`config.mk`:
```
export PLATFORM = sky130hd
export DESIGN_NAME = pin_irq_detect
export DESIGN_NICKNAME = d
export VERILOG_FILES = /design/src/rtl/pid_pkg.sv /design/src/rtl/pid_divider.sv /design/src/rtl/pid_debounce.sv /design/src/rtl/pid_detect.sv /design/src/rtl/pin_irq_detect.sv
export SDC_FILE = /design/constraint.sdc
export NUM_CORES = 1
export LEC_CHECK = 0
export ABC_AREA = 1
export CAP_MARGIN = 30
export CORE_ASPECT_RATIO = 2
export CORE_UTILIZATION = 45
export CTS_BUF_LIST = sky130_fd_sc_hd__clkbuf_8
export DETAILED_ROUTE_END_ITERATION = 10
export PLACE_DENSITY = 0.65
export SYNTH_ARGS = -nofsm -noshare
export SYNTH_HDL_FRONTEND = slang
export SYNTH_SLANG_ARGS = --single-unit
```
`constraint.sdc`:
```
create_clock -name clk -period 3.3 [get_ports clk]
set_clock_uncertainty 0.1 [all_clocks]
set_input_delay 0.66 -clock clk [delete_from_list [all_inputs] [get_ports clk]]
set_output_delay 0.66 -clock clk [all_outputs]
set_load 0.005 [all_outputs]
```
`src/rtl/pid_pkg.sv`:
```
`timescale 1ns/1ps
package pid_pkg;
    typedef enum logic [2:0] {
        A_EN    = 3'd0,
        A_TYPE  = 3'd1,
        A_DBEN  = 3'd2,
        A_DBCTL = 3'd3,
        A_CLR   = 3'd4
    } reg_addr_e;
endpackage

```
`src/rtl/pid_divider.sv`:
```
`timescale 1ns/1ps
module pid_divider #(
    parameter int SEL_W = 4
) (
    input  logic             clk,
    input  logic             rst_n,
    input  logic             restart_i,
    input  logic             src_tick_i,
    input  logic [SEL_W-1:0] sel_i,
    output logic             smp_o
);
    localparam int CW = (1 << SEL_W) - 1;

    typedef struct packed {
        logic [CW-1:0] cnt;
        logic          smp;
    } div_t;

    div_t s_d, s_q;
    logic [CW-1:0] lim;

    always_comb begin
        lim     = ~({CW{1'b1}} << sel_i);
        s_d     = s_q;
        s_d.smp = 1'b0;
        if (restart_i) begin
            s_d.cnt = '0;
        end else if (src_tick_i) begin
            if (s_q.cnt >= lim) begin
                s_d.cnt = '0;
                s_d.smp = 1'b1;
            end else begin
                s_d.cnt = s_q.cnt + 1'b1;
            end
        end
    end

    always_ff @(posedge clk or negedge rst_n) begin
        if (!rst_n) s_q <= '0;
        else        s_q <= s_d;
    end

    assign smp_o = s_q.smp;
endmodule

```
`src/rtl/pid_debounce.sv`:
```
`timescale 1ns/1ps
module pid_debounce #(
    parameter int NPIN = 16
) (
    input  logic            clk,
    input  logic            rst_n,
    input  logic            smp_i,
    input  logic [NPIN-1:0] pins_i,
    input  logic [NPIN-1:0] dben_i,
    output logic [NPIN-1:0] filt_o,
    output logic [NPIN-1:0] stb_o
);
    typedef struct packed {
        logic [NPIN-1:0] last;
        logic [NPIN-1:0] stb;
    } db_t;

    db_t s_d, s_q;
    logic [NPIN-1:0] agree;

    always_comb begin
        s_d   = s_q;
        agree = ~(pins_i ^ s_q.last);
        if (smp_i) begin
            s_d.last = pins_i;
            s_d.stb  = (agree & pins_i) | (~agree & s_q.stb);
        end
    end

    always_ff @(posedge clk or negedge rst_n) begin
        if (!rst_n) s_q <= '0;
        else        s_q <= s_d;
    end

    for (genvar g = 0; g < NPIN; g++) begin : g_sel
        assign filt_o[g] = dben_i[g] ? s_q.stb[g] : pins_i[g];
    end

    assign stb_o = s_q.stb;
endmodule

```
`src/rtl/pid_detect.sv`:
```
`timescale 1ns/1ps
module pid_detect #(
    parameter int NPIN = 16
) (
    input  logic            clk,
    input  logic            rst_n,
    input  logic [NPIN-1:0] filt_i,
    input  logic [NPIN-1:0] en_lo_i,
    input  logic [NPIN-1:0] en_hi_i,
    input  logic [NPIN-1:0] lvl_i,
    input  logic            keep_i,
    output logic [NPIN-1:0] evt_o
);
    typedef struct packed {
        logic [NPIN-1:0] prev;
    } det_t;

    det_t s_d, s_q;
    logic [NPIN-1:0] act, rise, fall, edge_evt, lvl_evt;

    always_comb begin
        act      = keep_i ? {NPIN{1'b1}} : (en_lo_i | en_hi_i);
        rise     = filt_i & ~s_q.prev;
        fall     = ~filt_i & s_q.prev;
        edge_evt = act & ((en_hi_i & rise) | (en_lo_i & fall));
        lvl_evt  = (en_hi_i & filt_i) | (en_lo_i & ~filt_i);
        evt_o    = (lvl_i & lvl_evt) | (~lvl_i & edge_evt);
        s_d.prev = (act & filt_i) | (~act & s_q.prev);
    end

    always_ff @(posedge clk or negedge rst_n) begin
        if (!rst_n) s_q <= '0;
        else        s_q <= s_d;
    end
endmodule

```
`src/rtl/pin_irq_detect.sv`:
```
`timescale 1ns/1ps
module pin_irq_detect
    import pid_pkg::*;
#(
    parameter int NPIN  = 16,
    parameter int SEL_W = 4
) (
    input  logic              clk,
    input  logic              rst_n,
    input  logic [NPIN-1:0]   pins_i,
    input  logic              sys_tick_i,
    input  logic              slow_tick_i,
    input  logic              wr_en_i,
    input  logic [2:0]        wr_addr_i,
    input  logic [2*NPIN-1:0] wr_data_i,
    output logic [NPIN-1:0]   sts_o,
    output logic              irq_o
);
    localparam int DW      = 2 * NPIN;
    localparam int SRC_BIT = SEL_W;
    localparam int ON_BIT  = SEL_W + 1;

    typedef struct packed {
        logic [DW-1:0]    en;
        logic [NPIN-1:0]  lvl;
        logic [NPIN-1:0]  dben;
        logic [SEL_W-1:0] nsel;
        logic             slow;
        logic             keep;
        logic [NPIN-1:0]  sts;
    } regs_t;

    regs_t r_d, r_q;
    logic            restart, src_tick, smp;
    logic [NPIN-1:0] filt, stb, evt, clr;

    assign src_tick = r_q.slow ? slow_tick_i : sys_tick_i;

    pid_divider #(.SEL_W(SEL_W)) u_div (
        .clk(clk), .rst_n(rst_n), .restart_i(restart),
        .src_tick_i(src_tick), .sel_i(r_q.nsel), .smp_o(smp)
    );

    pid_debounce #(.NPIN(NPIN)) u_db (
        .clk(clk), .rst_n(rst_n), .smp_i(smp), .pins_i(pins_i),
        .dben_i(r_q.dben), .filt_o(filt), .stb_o(stb)
    );

    pid_detect #(.NPIN(NPIN)) u_det (
        .clk(clk), .rst_n(rst_n), .filt_i(filt),
        .en_lo_i(r_q.en[NPIN-1:0]), .en_hi_i(r_q.en[DW-1:NPIN]),
        .lvl_i(r_q.lvl), .keep_i(r_q.keep), .evt_o(evt)
    );

    always_comb begin
        r_d     = r_q;
        restart = 1'b0;
        clr     = '0;
        if (wr_en_i) begin
            case (reg_addr_e'(wr_addr_i))
                A_EN:    r_d.en   = wr_data_i;
                A_TYPE:  r_d.lvl  = wr_data_i[NPIN-1:0];
                A_DBEN:  r_d.dben = wr_data_i[NPIN-1:0];
                A_DBCTL: begin
                    r_d.nsel = wr_data_i[SEL_W-1:0];
                    r_d.slow = wr_data_i[SRC_BIT];
                    r_d.keep = wr_data_i[ON_BIT];
                    restart  = 1'b1;
                end
                A_CLR:   clr = wr_data_i[NPIN-1:0];
                default: ;
            endcase
        end
        // a set event outranks a clear in the same cycle
        r_d.sts = (r_q.sts & ~clr) | evt;
    end

    always_ff @(posedge clk or negedge rst_n) begin
        if (!rst_n) r_q <= '0;
        else        r_q <= r_d;
    end

    assign sts_o = r_q.sts;
    assign irq_o = |r_q.sts;
endmodule

```
# Yosys cells after proc, flatten, opt, wreduce, memory -nomap -nowiden
# Cells that the tools add are included.
# Widths: inputs -> output; s select.
[word_totals]
input_bits = 56
word_cells = 83
out_inout_bits = 17
reg_bits = 150
[classes]
n_shift = 1
n_lt_le_gt_ge = 1
mux = 27
add_sub_neg = 1
bitwise = 30
n_eq_ne = 4
reduce_logical = 7
[op_table]
columns = ["cell", "n"]
rows = [
  ["$and 16x16->16", 14],
  ["$not 16->16", 7],
  ["$or 16x16->16", 7],
  ["$mux 16", 4],
  ["$mux 15", 2],
  ["$mux 1", 21],
  ["$reduce_or 16->1", 1],
  ["$xor 16x16->16", 1],
  ["$add 15x1->15 const B", 1],
  ["$ge 15x15->1", 1],
  ["$not 15->15", 1],
  ["$shl 15x4->15 const A", 1],
  ["$reduce_and 2->1", 4],
  ["$eq 3x2->1 const B", 2],
  ["$eq 3x1->1 const B", 1],
  ["$eq 3x3->1 const B", 1],
  ["$logic_not 3->1", 1],
  ["$reduce_bool 2->1", 1],
]

# Longest topological paths before layout
[depth]
depth_word = 9
depth_mapped = 15
ltp_nobuf = 13

# By module
# A second synthesis with hierarchy kept.
[hier_totals]
hier_cells = 1244
area_unflattened_um2 = 8765.9
[by_module_without_submodules]
columns = ["module", "seq_area_each_um2", "cells_each", "area_per_inst_um2", "n_inst"]
rows = [
  ["pin_irq_detect", 2152.1, 464, 3975.1, 1],
  ["pid_debounce", 800.8, 261, 1803.0, 1],
  ["pid_divider", 400.4, 245, 1520.2, 1],
  ["pid_detect", 400.4, 274, 1467.7, 1],
]

# Least setup slack after synthesis
# No wires, ideal clock.
[synth_timing]
path_type = "flip-flop to flip-flop"
from = "register r_q[20] in the netlist's numbering"
to = "register u_div.s_q[3] in the netlist's numbering"
path_buffers = 2
stages_incl_launch_ff = 16
required_ns = 3.135
setup_ns = 0.065
setup_slack_ns = 1.294
t_arrival_ns = 1.841
synth_period_minus_slack_ns = 2.006
cell_sequence = "dfrtp_1 -> clkbuf_1 -> nand2_1 -> inv_1 -> nand2_1 -> ha_1 -> nand2_1 -> inv_1 -> nand2_1 -> nor2_1 -> nand2_1 -> nand3_1 -> nor2_4 -> buf_6 -> nand2_1 -> nand2_1"
[synth_between]
elab_chain_len = 6
[synth_lines]
columns = ["element", "line_no", "source"]
rows = [
  ["start: declaration", "pin_irq_detect.sv:33", "regs_t r_d, r_q;"],
  ["start signal: assignment", "pin_irq_detect.sv:80", "else r_q <= r_d;"],
  ["$shl 15x4->15", "pid_divider.sv:23", "lim = ~({CW{1'b1}} << sel_i);"],
  ["$not 15->15", "pid_divider.sv:23", ""],
  ["$ge 15x15->1", "pid_divider.sv:29", "if (s_q.cnt >= lim) begin"],
  ["$mux 15", "pid_divider.sv:29", ""],
  ["$mux 16", "pid_divider.sv:28", "end else if (src_tick_i) begin"],
  ["$mux 15", "pid_divider.sv:26", "if (restart_i) begin"],
  ["end signal: assignment", "pid_divider.sv:39", "if (!rst_n) s_q <= '0;"],
  ["end signal: assignment", "pid_divider.sv:40", "else s_q <= s_d;"],
  ["end: declaration", "pid_divider.sv:19", "div_t s_d, s_q;"],
]
# Every way passes these cells. The select of a mux whose other input is x is not followed.
# A chain may end at the register's enable or synchronous reset.

# Worst setup path after layout
[layout_timing]
from = "register r_q, in the netlist sts_o[14]"
to = "output port irq_o"
[layout_between]
elab_chain_len = 1
[layout_lines]
columns = ["element", "line_no", "source"]
rows = [
  ["$reduce_or 16->1", "pin_irq_detect.sv:84", "assign irq_o = |r_q.sts;"],
  ["end: declaration", "pin_irq_detect.sv:17", "output logic irq_o"],
]
# Every way passes these cells.

==> metrics.cfg <==
[cells_and_area]
finalNetCount = 1024
utilization = 0.540
fillCellCount = 1566
antenna_cells = 0
multiInputGateArea_um2 = 3120
drive_gt1_frac = 0.0768
areaGrowthSynthToFinish_pct = 17.4
regArea_um2 = 3750

[clock_tree]
post_cts_buffers = 0
hold_buffers = 0
clock_path_buffers = 2
cts_buffers = 17
clk_pin_slew_ns = 0.08
clock_sinks = 150
cts_tree = built
root_buffer = clkbuf_8
cts.repair.resized = 0
cts_max_level = 4
clk_latency_ns = 0.45

[yosys]
yosys_warnings = 0
synthCells = 890
ys_ff_latch = 150
synth_area_leader_cell = dfrtp_1
synthArstFlopShare = 1.00
seq_area_frac_synth = 0.505
syn-num-nets = 962
synth_flop_cell = dfrtp_1
syn_area_um2 = 7440
yosys-top-cells-area = dfrtp_1 50%, nand2_1 14%, o21ai_0 7.6%, inv_1 4.1%, ha_1 2.7%
synth_edf_count = 0
syn_avg_cell_area_um2 = 8.36
synth_cell_types = 35
netlist.area_leader.share = 0.505

[worst_setup_path]
crit_arrival_ns = 2.14
r2r-end = u_div.s_q[15]
crit-reg2reg-launch = r_q[19]
r2r_cells = 10
required_ns = 2.54
crit_path_end_kind = primary output
cp_max_fo = 3
crit_type = register to primary output
r2r_slack_ns = 0.87
start_kind = register

[hold_path]
hold_path.class = primary input to asynchronous set/reset pin

[timing]
drv_slew = 0
max_freq_mhz = 345
finalCritPeriodShare = 0.878
hold_violations = 0
finalCriticalPeriod_ns = 2.90
setup_viol = 0
relSlewSlack = 0.468
finalSetupTns_ns = 0
grt_setup_unrepaired = no
tightest_slew_ns = 0.795

[grt]
grt_max_degree = 62
first_global_vias = 6220
antenna_found_initial = 0
track_usage = 0.242
grt_overflow = 0
grt_pass1_wl_um = 31000

[floorplanning]
rows = 66
dieWidth_um = 92.9
die_height_um = 184
core_um2 = 16200
die-area_um2 = 17100
start_util = 0.460
io_pins = 73

[route]
routed_wl_um = 18900
vias = 6142
avgViaCountPerCell = 5.26
wl_per_cell_um = 16.2
ant_nets = 0
drc_errors = 0
drt_iter0_drc = 309
firstDrtPassIters = 6

[place]
dp_hpwl_um = 14000
portBuffers = 72
gp_congestion = 0.875

[flow_run]
cap_violations = 0

[pwr]
max-vdd-ir-drop_mv = 0.402
p_per_area_nw_per_um2 = 665
power.leakage_nw = 4.15

[run_status]
outcome = finished, final reports clean

[worst max-delay path by stage]
stage	startpoint	cells past startpoint	slack, ns	endpoint
finish	sts_o[14]	3	0.40	irq_o
global route	sts_o[14]	3	0.20	irq_o
CTS	sts_o[14]	3	0.31	irq_o
detailed placement	wr_en_i	7	0.66	r_q[66]
global placement	wr_en_i	7	0.72	r_q[66]
floorplan	r_q[20]	15	1.29	u_div.s_q[3]
[final cells by class]
class / count / area share
timing repair buffer: 85 / 0.0953
multi-input combinational: 613 / 0.358
sequential: 150 / 0.430
tap: 204 / 0.0292
clock buffer: 20 / 0.0315
inverter: 85 / 0.0365
clock inverter: 11 / 0.0199
[metrics by stage]
stage | instances | setup slack [ns] | area [um2] | hold slack, ns | power (W)
floorplan | 890 | 1.29 | 7440 | 0.264 | 0.00372
global placement | 1137 | 0.715 | 8280 | 0.367 | 0.00422
detailed placement | 1137 | 0.663 | 8280 | 0.376 | 0.00428
CTS | 1168 | 0.309 | 8730 | 0.0873 | 0.00587
global route | 1168 | 0.200 | 8730 | 0.112 | 0.00622
finish | 1168 | 0.401 | 8730 | 0.0696 | 0.00581
[cell families after synthesis]
family	after synthesis	synth area share
DFF	150	0.505
adders and majority gates	16	0.0269
xor gates and xnor gates	3	0.00353
muxes	28	0.0400
and+or+nand+nor	375	0.208
buffers and inverters	127	0.0755
AOI/OAI and AO/OA	191	0.141
[synth_stat cells, types with 14 or more instances]
library cell  number
a21oi_1           29
buf_4             16
clkbuf_1          16
dfrtp_1          150
ha_1              16
inv_1             82
mux2_2            14
mux2i_1           14
nand2_1          281
nor2_1            39
nor3_1            18
o21a_1            14
o21ai_0          113
o31ai_1           16
[routing by layer]
metal / vias to the layer above / track usage / part of all wire
met1: 2954 / 0.246 / 0.36
met3: 36 / 0.0360 / 0.026
met4: 0 / 0.118 / 0.037
met2: 128 / 0.466 / 0.57
li1: 3024 / - / -
met5: - / 0 / 0
[worst max-delay path: stages (launching register included)]
cell             delay, ns
dfrtp_1               0.42
nor4_1                0.63
nand4_1               0.16
clkdlybuf4s50_1       0.49
[power breakdown]
group	total, W	internal, W	switching [W]
combinational	0.00141	0.000652	0.000755
sequential	0.00283	0.00235	0.000479
clock	0.00158	0.000882	0.000693
total	0.00581	0.00388	0.00193
[cell usage in the layout, fill, tap and decap left out, types with 3 or more instances in the layout]
cell type          n
o31ai_1           16
nand2_1          281
buf_4             12
nand3_2            3
nor3_1            18
o21ai_0          113
dfrtp_1          150
bufinv_16          4
ha_1              16
nor4_1             4
clkinvlp_4         3
o211ai_1           5
mux2_2            14
inv_1             82
clkinv_4           3
nor2_1            39
nor2_4             4
clkdlybuf4s50_1   71
nand4_1            4
mux2i_1           14
o21a_1            14
nand3_1           11
nand3b_1           5
clkbuf_8          20
o21ai_1           10
a21oi_1           29
Power figures use the tool's default switching activity.
